[src/rtl/idle_sel_pkg.sv]
// Package: shared widths, field codes and the table entry type for the
// idle state selector. Assumes 32-bit microsecond time values.
package idle_sel_pkg;

    localparam int TIME_W  = 32;
    localparam int FIELD_W = 3;

    // Field codes for the table write port
    typedef enum logic [FIELD_W-1:0] {
        FLD_ENTRY  = 3'd0,
        FLD_EXIT   = 3'd1,
        FLD_MINRES = 3'd2,
        FLD_WAKE   = 3'd3,
        FLD_FLAGS  = 3'd4
    } field_e;

    // One candidate low-power state
    typedef struct packed {
        logic              valid;
        logic              has_wake;
        logic [TIME_W-1:0] entry_lat;
        logic [TIME_W-1:0] exit_lat;
        logic [TIME_W-1:0] min_res;
        logic [TIME_W-1:0] wake_lat;
    } idle_entry_t;

endpackage

[src/rtl/idle_state_table.sv]
// Module: register storage for the candidate state table.
// Writes land on the clock edge. An out-of-range index or an unknown field
// code leaves the table untouched. Reset clears every entry.
module idle_state_table
    import idle_sel_pkg::*;
#(
    parameter  int NUM_STATES = 8,
    localparam int IDX_W      = $clog2(NUM_STATES)
) (
    input  logic              clk,
    input  logic              rst_n,
    input  logic              cfg_we,
    input  logic [IDX_W:0]    cfg_idx,
    input  logic [FIELD_W-1:0] cfg_field,
    input  logic [TIME_W-1:0] cfg_wdata,
    output idle_entry_t       tbl [NUM_STATES]
);

    idle_entry_t       tbl_q [NUM_STATES];
    logic              idx_ok;
    logic [IDX_W-1:0]  slot;

    // Decode whether the write addresses a real entry
    always_comb begin
        idx_ok = (cfg_idx < (IDX_W+1)'(NUM_STATES));
        slot   = cfg_idx[IDX_W-1:0];
    end

    // Table update: one field of one entry per write
    always_ff @(posedge clk) begin
        if (!rst_n) begin
            for (int i = 0; i < NUM_STATES; i++) tbl_q[i] <= '0;
        end else if (cfg_we && idx_ok) begin
            case (cfg_field)
                FLD_ENTRY:  tbl_q[slot].entry_lat <= cfg_wdata;
                FLD_EXIT:   tbl_q[slot].exit_lat  <= cfg_wdata;
                FLD_MINRES: tbl_q[slot].min_res   <= cfg_wdata;
                FLD_WAKE:   tbl_q[slot].wake_lat  <= cfg_wdata;
                FLD_FLAGS: begin
                    tbl_q[slot].valid    <= cfg_wdata[0];
                    tbl_q[slot].has_wake <= cfg_wdata[1];
                end
                default: ;
            endcase
        end
    end

    assign tbl = tbl_q;

    // Per-entry write checks
    for (genvar g = 0; g < NUM_STATES; g++) begin : g_chk
        assert_flags_write_R9: assert property (@(posedge clk) disable iff (!rst_n)
            (cfg_we && cfg_idx == (IDX_W+1)'(g) && cfg_field == FLD_FLAGS)
            |=> (tbl_q[g].valid == $past(cfg_wdata[0])));
        assert_minres_write_R9: assert property (@(posedge clk) disable iff (!rst_n)
            (cfg_we && cfg_idx == (IDX_W+1)'(g) && cfg_field == FLD_MINRES)
            |=> (tbl_q[g].min_res == $past(cfg_wdata)));
    end

endmodule

[src/rtl/idle_state_qualify.sv]
// Module: combinational per-entry qualification.
// An entry qualifies when it is valid, the predicted time covers its
// break-even residency, and its effective wake-up latency fits the limit.
// The latency sum is formed one bit wider so that it cannot wrap.
module idle_state_qualify
    import idle_sel_pkg::*;
#(
    parameter int NUM_STATES = 8
) (
    input  logic                  clk,
    input  logic                  rst_n,
    input  idle_entry_t           tbl [NUM_STATES],
    input  logic [TIME_W-1:0]     predicted,
    input  logic [TIME_W-1:0]     lat_limit,
    output logic [NUM_STATES-1:0] qual
);

    for (genvar g = 0; g < NUM_STATES; g++) begin : g_ent
        logic [TIME_W:0] eff_lat;
        logic            res_ok;
        logic            lat_ok;

        // Effective latency: explicit value or entry+exit
        always_comb begin
            if (tbl[g].has_wake) eff_lat = {1'b0, tbl[g].wake_lat};
            else                 eff_lat = {1'b0, tbl[g].entry_lat} + {1'b0, tbl[g].exit_lat};
            res_ok  = (predicted >= tbl[g].min_res);
            lat_ok  = (eff_lat <= {1'b0, lat_limit});
            qual[g] = tbl[g].valid && res_ok && lat_ok;
        end

        assert_residency_gate_R3: assert property (@(posedge clk) disable iff (!rst_n)
            (predicted < tbl[g].min_res) |-> !qual[g]);
        assert_latency_gate_R5: assert property (@(posedge clk) disable iff (!rst_n)
            (tbl[g].has_wake && tbl[g].wake_lat > lat_limit) |-> !qual[g]);
        assert_invalid_skipped_R8: assert property (@(posedge clk) disable iff (!rst_n)
            !tbl[g].valid |-> !qual[g]);
    end

endmodule

[src/rtl/idle_state_pick.sv]
// Module: deepest-qualifier priority pick and output register.
// Code 0 means wait-for-interrupt; code k+1 means entry k. The result and
// a one-cycle valid pulse are registered on the edge that samples sel_req.
module idle_state_pick #(
    parameter  int NUM_STATES = 8,
    localparam int CODE_W     = $clog2(NUM_STATES + 1)
) (
    input  logic                  clk,
    input  logic                  rst_n,
    input  logic                  sel_req,
    input  logic [NUM_STATES-1:0] qual,
    output logic                  sel_valid,
    output logic [CODE_W-1:0]     sel_state
);

    logic [CODE_W-1:0] code_d;

    // Priority encode: later (deeper) qualifying entries override earlier
    always_comb begin
        code_d = '0;
        for (int i = 0; i < NUM_STATES; i++) begin
            if (qual[i]) code_d = CODE_W'(i + 1);
        end
    end

    // Output register: capture on request, pulse valid
    always_ff @(posedge clk) begin
        if (!rst_n) begin
            sel_valid <= 1'b0;
            sel_state <= '0;
        end else begin
            sel_valid <= sel_req;
            if (sel_req) sel_state <= code_d;
        end
    end

    assert_pulse_after_req_R2: assert property (@(posedge clk) disable iff (!rst_n)
        sel_req |=> sel_valid);
    assert_quiet_without_req_R2: assert property (@(posedge clk) disable iff (!rst_n)
        !sel_req |=> (!sel_valid && $stable(sel_state)));
    assert_default_when_none_R7: assert property (@(posedge clk) disable iff (!rst_n)
        (sel_req && qual == '0) |=> (sel_state == '0));
    assert_deepest_wins_R6: assert property (@(posedge clk) disable iff (!rst_n)
        (sel_req && qual[NUM_STATES-1]) |=> (sel_state == CODE_W'(NUM_STATES)));

endmodule

[src/rtl/idle_state_selector.sv]
// Module: top of the idle state selector.
// Ties the table, the qualification array and the pick/register stage
// together. Assumes a single clock and a synchronous active-low reset.
module idle_state_selector
    import idle_sel_pkg::*;
#(
    parameter  int NUM_STATES = 8,
    localparam int IDX_W      = $clog2(NUM_STATES),
    localparam int CODE_W     = $clog2(NUM_STATES + 1)
) (
    input  logic               clk,
    input  logic               rst_n,
    input  logic               cfg_we,
    input  logic [IDX_W:0]     cfg_idx,
    input  logic [FIELD_W-1:0] cfg_field,
    input  logic [TIME_W-1:0]  cfg_wdata,
    input  logic               sel_req,
    input  logic [TIME_W-1:0]  sel_predicted,
    input  logic [TIME_W-1:0]  sel_lat_limit,
    output logic               sel_valid,
    output logic [CODE_W-1:0]  sel_state
);

    idle_entry_t           tbl [NUM_STATES];
    logic [NUM_STATES-1:0] qual;

    idle_state_table #(.NUM_STATES(NUM_STATES)) u_table (
        .clk       (clk),
        .rst_n     (rst_n),
        .cfg_we    (cfg_we),
        .cfg_idx   (cfg_idx),
        .cfg_field (cfg_field),
        .cfg_wdata (cfg_wdata),
        .tbl       (tbl)
    );

    idle_state_qualify #(.NUM_STATES(NUM_STATES)) u_qualify (
        .clk       (clk),
        .rst_n     (rst_n),
        .tbl       (tbl),
        .predicted (sel_predicted),
        .lat_limit (sel_lat_limit),
        .qual      (qual)
    );

    idle_state_pick #(.NUM_STATES(NUM_STATES)) u_pick (
        .clk       (clk),
        .rst_n     (rst_n),
        .sel_req   (sel_req),
        .qual      (qual),
        .sel_valid (sel_valid),
        .sel_state (sel_state)
    );

    assert_result_in_range_R6: assert property (@(posedge clk) disable iff (!rst_n)
        sel_valid |-> (sel_state <= CODE_W'(NUM_STATES)));

endmodule

[config.mk]
export PLATFORM = sky130hd
export DESIGN_NAME = idle_state_selector
export DESIGN_NICKNAME = d
export VERILOG_FILES = /design/src/rtl/idle_sel_pkg.sv /design/src/rtl/idle_state_table.sv /design/src/rtl/idle_state_qualify.sv /design/src/rtl/idle_state_pick.sv /design/src/rtl/idle_state_selector.sv
export SDC_FILE = /design/constraint.sdc
export NUM_CORES = 2
export LEC_CHECK = 0
export ABC_AREA = 0
export ABC_CLOCK_PERIOD_IN_PS = 4800
export BUFFER_PORTS_ARGS = -buffer_cell sky130_fd_sc_hd__buf_2
export CAP_MARGIN = 40
export CORE_MARGIN = 2
export CORE_UTILIZATION = 30
export CTS_CLUSTER_DIAMETER = 100
export CTS_CLUSTER_SIZE = 25
export DETAILED_ROUTE_END_ITERATION = 12
export HOLD_SLACK_MARGIN = 0.08
export PLACE_DENSITY = 0.44
export SETUP_SLACK_MARGIN = 0.2
export SLEW_MARGIN = 20
export SYNTH_ARGS = -nofsm -noshare
export SYNTH_HDL_FRONTEND = slang
export SYNTH_HIERARCHICAL = 1
export SYNTH_SLANG_ARGS = --single-unit
[constraint.sdc]
create_clock -name clk -period 4.8 [get_ports clk]
set_clock_uncertainty 0.15 [all_clocks]
set_input_delay 0 -clock clk [delete_from_list [all_inputs] [get_ports clk]]
set_output_delay 0 -clock clk [all_outputs]
set_load 0.05 [all_outputs]
==> impl_metrics.ini <==
[setup_path]
cp_cell_sequence = ha_1 -> inv_1 -> fa_1 -> nand2b_1 -> a21oi_2 -> o221ai_2 -> o211ai_1 -> nand2_1 -> o21ai_4 -> o41a_1 -> buf_4 -> a31o_1 -> or4b_1 -> nand3_1 -> ha_1 -> nand4_1 -> nor3_2 -> a31oi_1 -> a21oi_1 -> and3_1 -> inv_1 -> a211oi_1 -> o21ai_1
cp-end-kind = flop
r2r_slack_ns = -0.41
path_class = reg -> reg
critPathSlowestCell = fa_1
slowest_delay_ns = 0.41
cp_top_family = compound AO/OA/AOI/OAI gates
cp_max_fo = 3
cp.arrival_ns = 5.72
required_ns = 5.30
start_kind = flop
critPathBufInv = 3

[floorplanning]
initial_core_util = 0.302
fp.coreArea_sq_um = 205000
dieArea_sq_um = 210000
fp.dieH_um = 459
rows = 166
io_pins = 112
dieWidth_um = 459

[synth]
synth_cells = 7679
ys_ff_latch = 1045
yosys.area.top_type = dfxtp_1
synthArstFlopShare = 0
synth_area_sq_um = 62000
yosys-top-cells-area = dfxtp_1 (34%), ha_1 (15%), nand2_1 (7.1%)
seq_area_frac_synth = 0.337
yosysTopAreaCellShare = 0.337
syn_avg_cell_area_sq_um = 8.08
yosys_warnings = 6
synth_edf_count = 0
synthDistinctLibCells = 88
syn-num-nets = 8562
ys.flop_type = dfxtp_1

[grt]
grt_pass1_vias = 56400
overflow = 0
grtUsageTotal = 0.259
grt_pass1_wl_um = 400000
antenna_found_initial = 51
grt_max_degree = 109

[finish]
fillerInstances = 21400
finalNonFillerCells = 10800
drive_above_1_share = 0.125
design_area_sq_um = 72000
final_nets = 8927
area_delta_synth_final_pct = 16.1
final_cell_mix = nand2_1 (1167), dfxtp_1 (1032), ha_1 (763), a21oi_1 (622), buf_4 (611)
final_common_cell = nand2_1
utilization = 0.351

[status]
failed_checks = setup timing
status = finished with violations

[sta]
whs_ns = 0.141
fin_crit_sh = 1.09
setup_tns_ns = -1.33
fin_crit_ns = 5.21
worst_slack_ns = -0.415
setup_viol = 4
worstMarginPinSlew_ns = 0.935
rsz0062_at_grt = true
drv_slew = 0
relSlewSlack = 0.377
hold_viol_final = 0
timing.fmax_mhz = 192

[detailed_routing]
drt_iter0_markers = 4867
wl_met3_um = 14100
met2_length_um = 133000
viasPerCell = 5.46
met1_length_um = 121000
postRouteAntennaNets = 0
finalWirelength_um = 281000
top_layer = met5
wl_per_cell_um = 26.1
num_vias = 58800
drtPass1Iterations = 6
drcViolationCount = 0

[place]
placed_cells = 10600
port_buffers = 111
place_ws_ns = -0.778
gp_congestion = 0.943
dp_hpwl_um = 202000
placed_area_sq_um = 69300

[cts]
path_clk_slew_ns = 0.11
worstSkewPairLatency_ns = 0.75
clock-sinks = 1045
clk_path_buf_depth = 3
cts_tree = done
cts_buffers = 52
cts_root_buf = clkbuf_16
cts_max_level = 2

[pwr]
power_density_nw_per_um2 = 224
ir_drop_uv = 280
p_leak_nw = 30.0
total_power_mw = 16.2

[flow_run]
drv_cap = 0

[min_path]
hp-class = in -> reg
[cell usage after synthesis, types with 26 or more instances]
cell	count
inv_1	391
nand3_1	522
nor2_1	170
xnor2_1	84
nand2_1	1178
a21o_1	292
nand2b_1	73
o21ai_0	614
nor2b_1	73
dfxtp_1	1045
a31oi_1	31
a211oi_1	42
a22o_1	96
o21a_1	47
ha_1	768
buf_2	84
a21oi_1	637
o21bai_1	34
a2bb2o_1	93
xor2_1	110
mux2i_1	26
o22ai_1	203
and3_1	33
buf_1	44
nand4_1	114
nor3_1	49
o21ai_1	108
clkbuf_1	346
[kinds of logic (layout without fill, tap and decap cells)]
group,count (synthesis),in the layout,share of synthesized area
adders and majority gates,776,776,0.158
AOI/OAI and AO/OA,2388,2388,0.239
other,0,9,0
buffers and inverters,892,1282,0.0582
DFF,1045,1045,0.337
muxes,40,40,0.00674
and+or+nand+nor,2344,2344,0.174
xor gates and xnor gates,194,194,0.0274
[where the power goes]
part	internal [mW]	total (mW)	switching, mW
clock	2.28	5.65	3.37
combinational	0.453	1.80	1.35
sequential	8.69	8.70	0.0129
total	11.4	16.2	4.73
[worst min-delay path: stages]
cell,delay (ns)
dlygate4sd3_1,0.53
buf_2,0.22
o211ai_1,0.20
a21oi_1,0.04
[layer usage]
layer	up-vias	global-route usage
li1	28100	-
met1	28600	0.331
met2	1689	0.446
met3	376	0.0244
met4	2	0.104
met5	-	0
[worst paths after layout]
kind | startpoint | to | cells past startpoint
max | flop | u_pick/sel_state[0] | 23
min | sel_req | u_pick/sel_state[1] | 4
max reg2reg | flop | u_pick/sel_state[0] | 23
min reg2reg | flop | flop | 2
[what timing repair did]
item	in CTS	in global routing
setup buffers	6	3
resized for setup	62	40
endpoints found under the hold margin	861	0
pin swaps	21	17
hold buffers	52	0
endpoints found under the setup margin	4	4
[final cells by class]
class / count / area, sq um / area share
tap: 2688 / 3360 / 0.0467
clock inverter: 18 / 245 / 0.00341
clock buffer: 61 / 1390 / 0.0193
multi-input combinational: 5742 / 38200 / 0.531
antenna: 9 / 22.5 / 0.000313
sequential: 1045 / 20900 / 0.291
inverter: 396 / 1490 / 0.0208
timing repair buffer: 807 / 6290 / 0.0874
(Power assumes the default switching activity.)
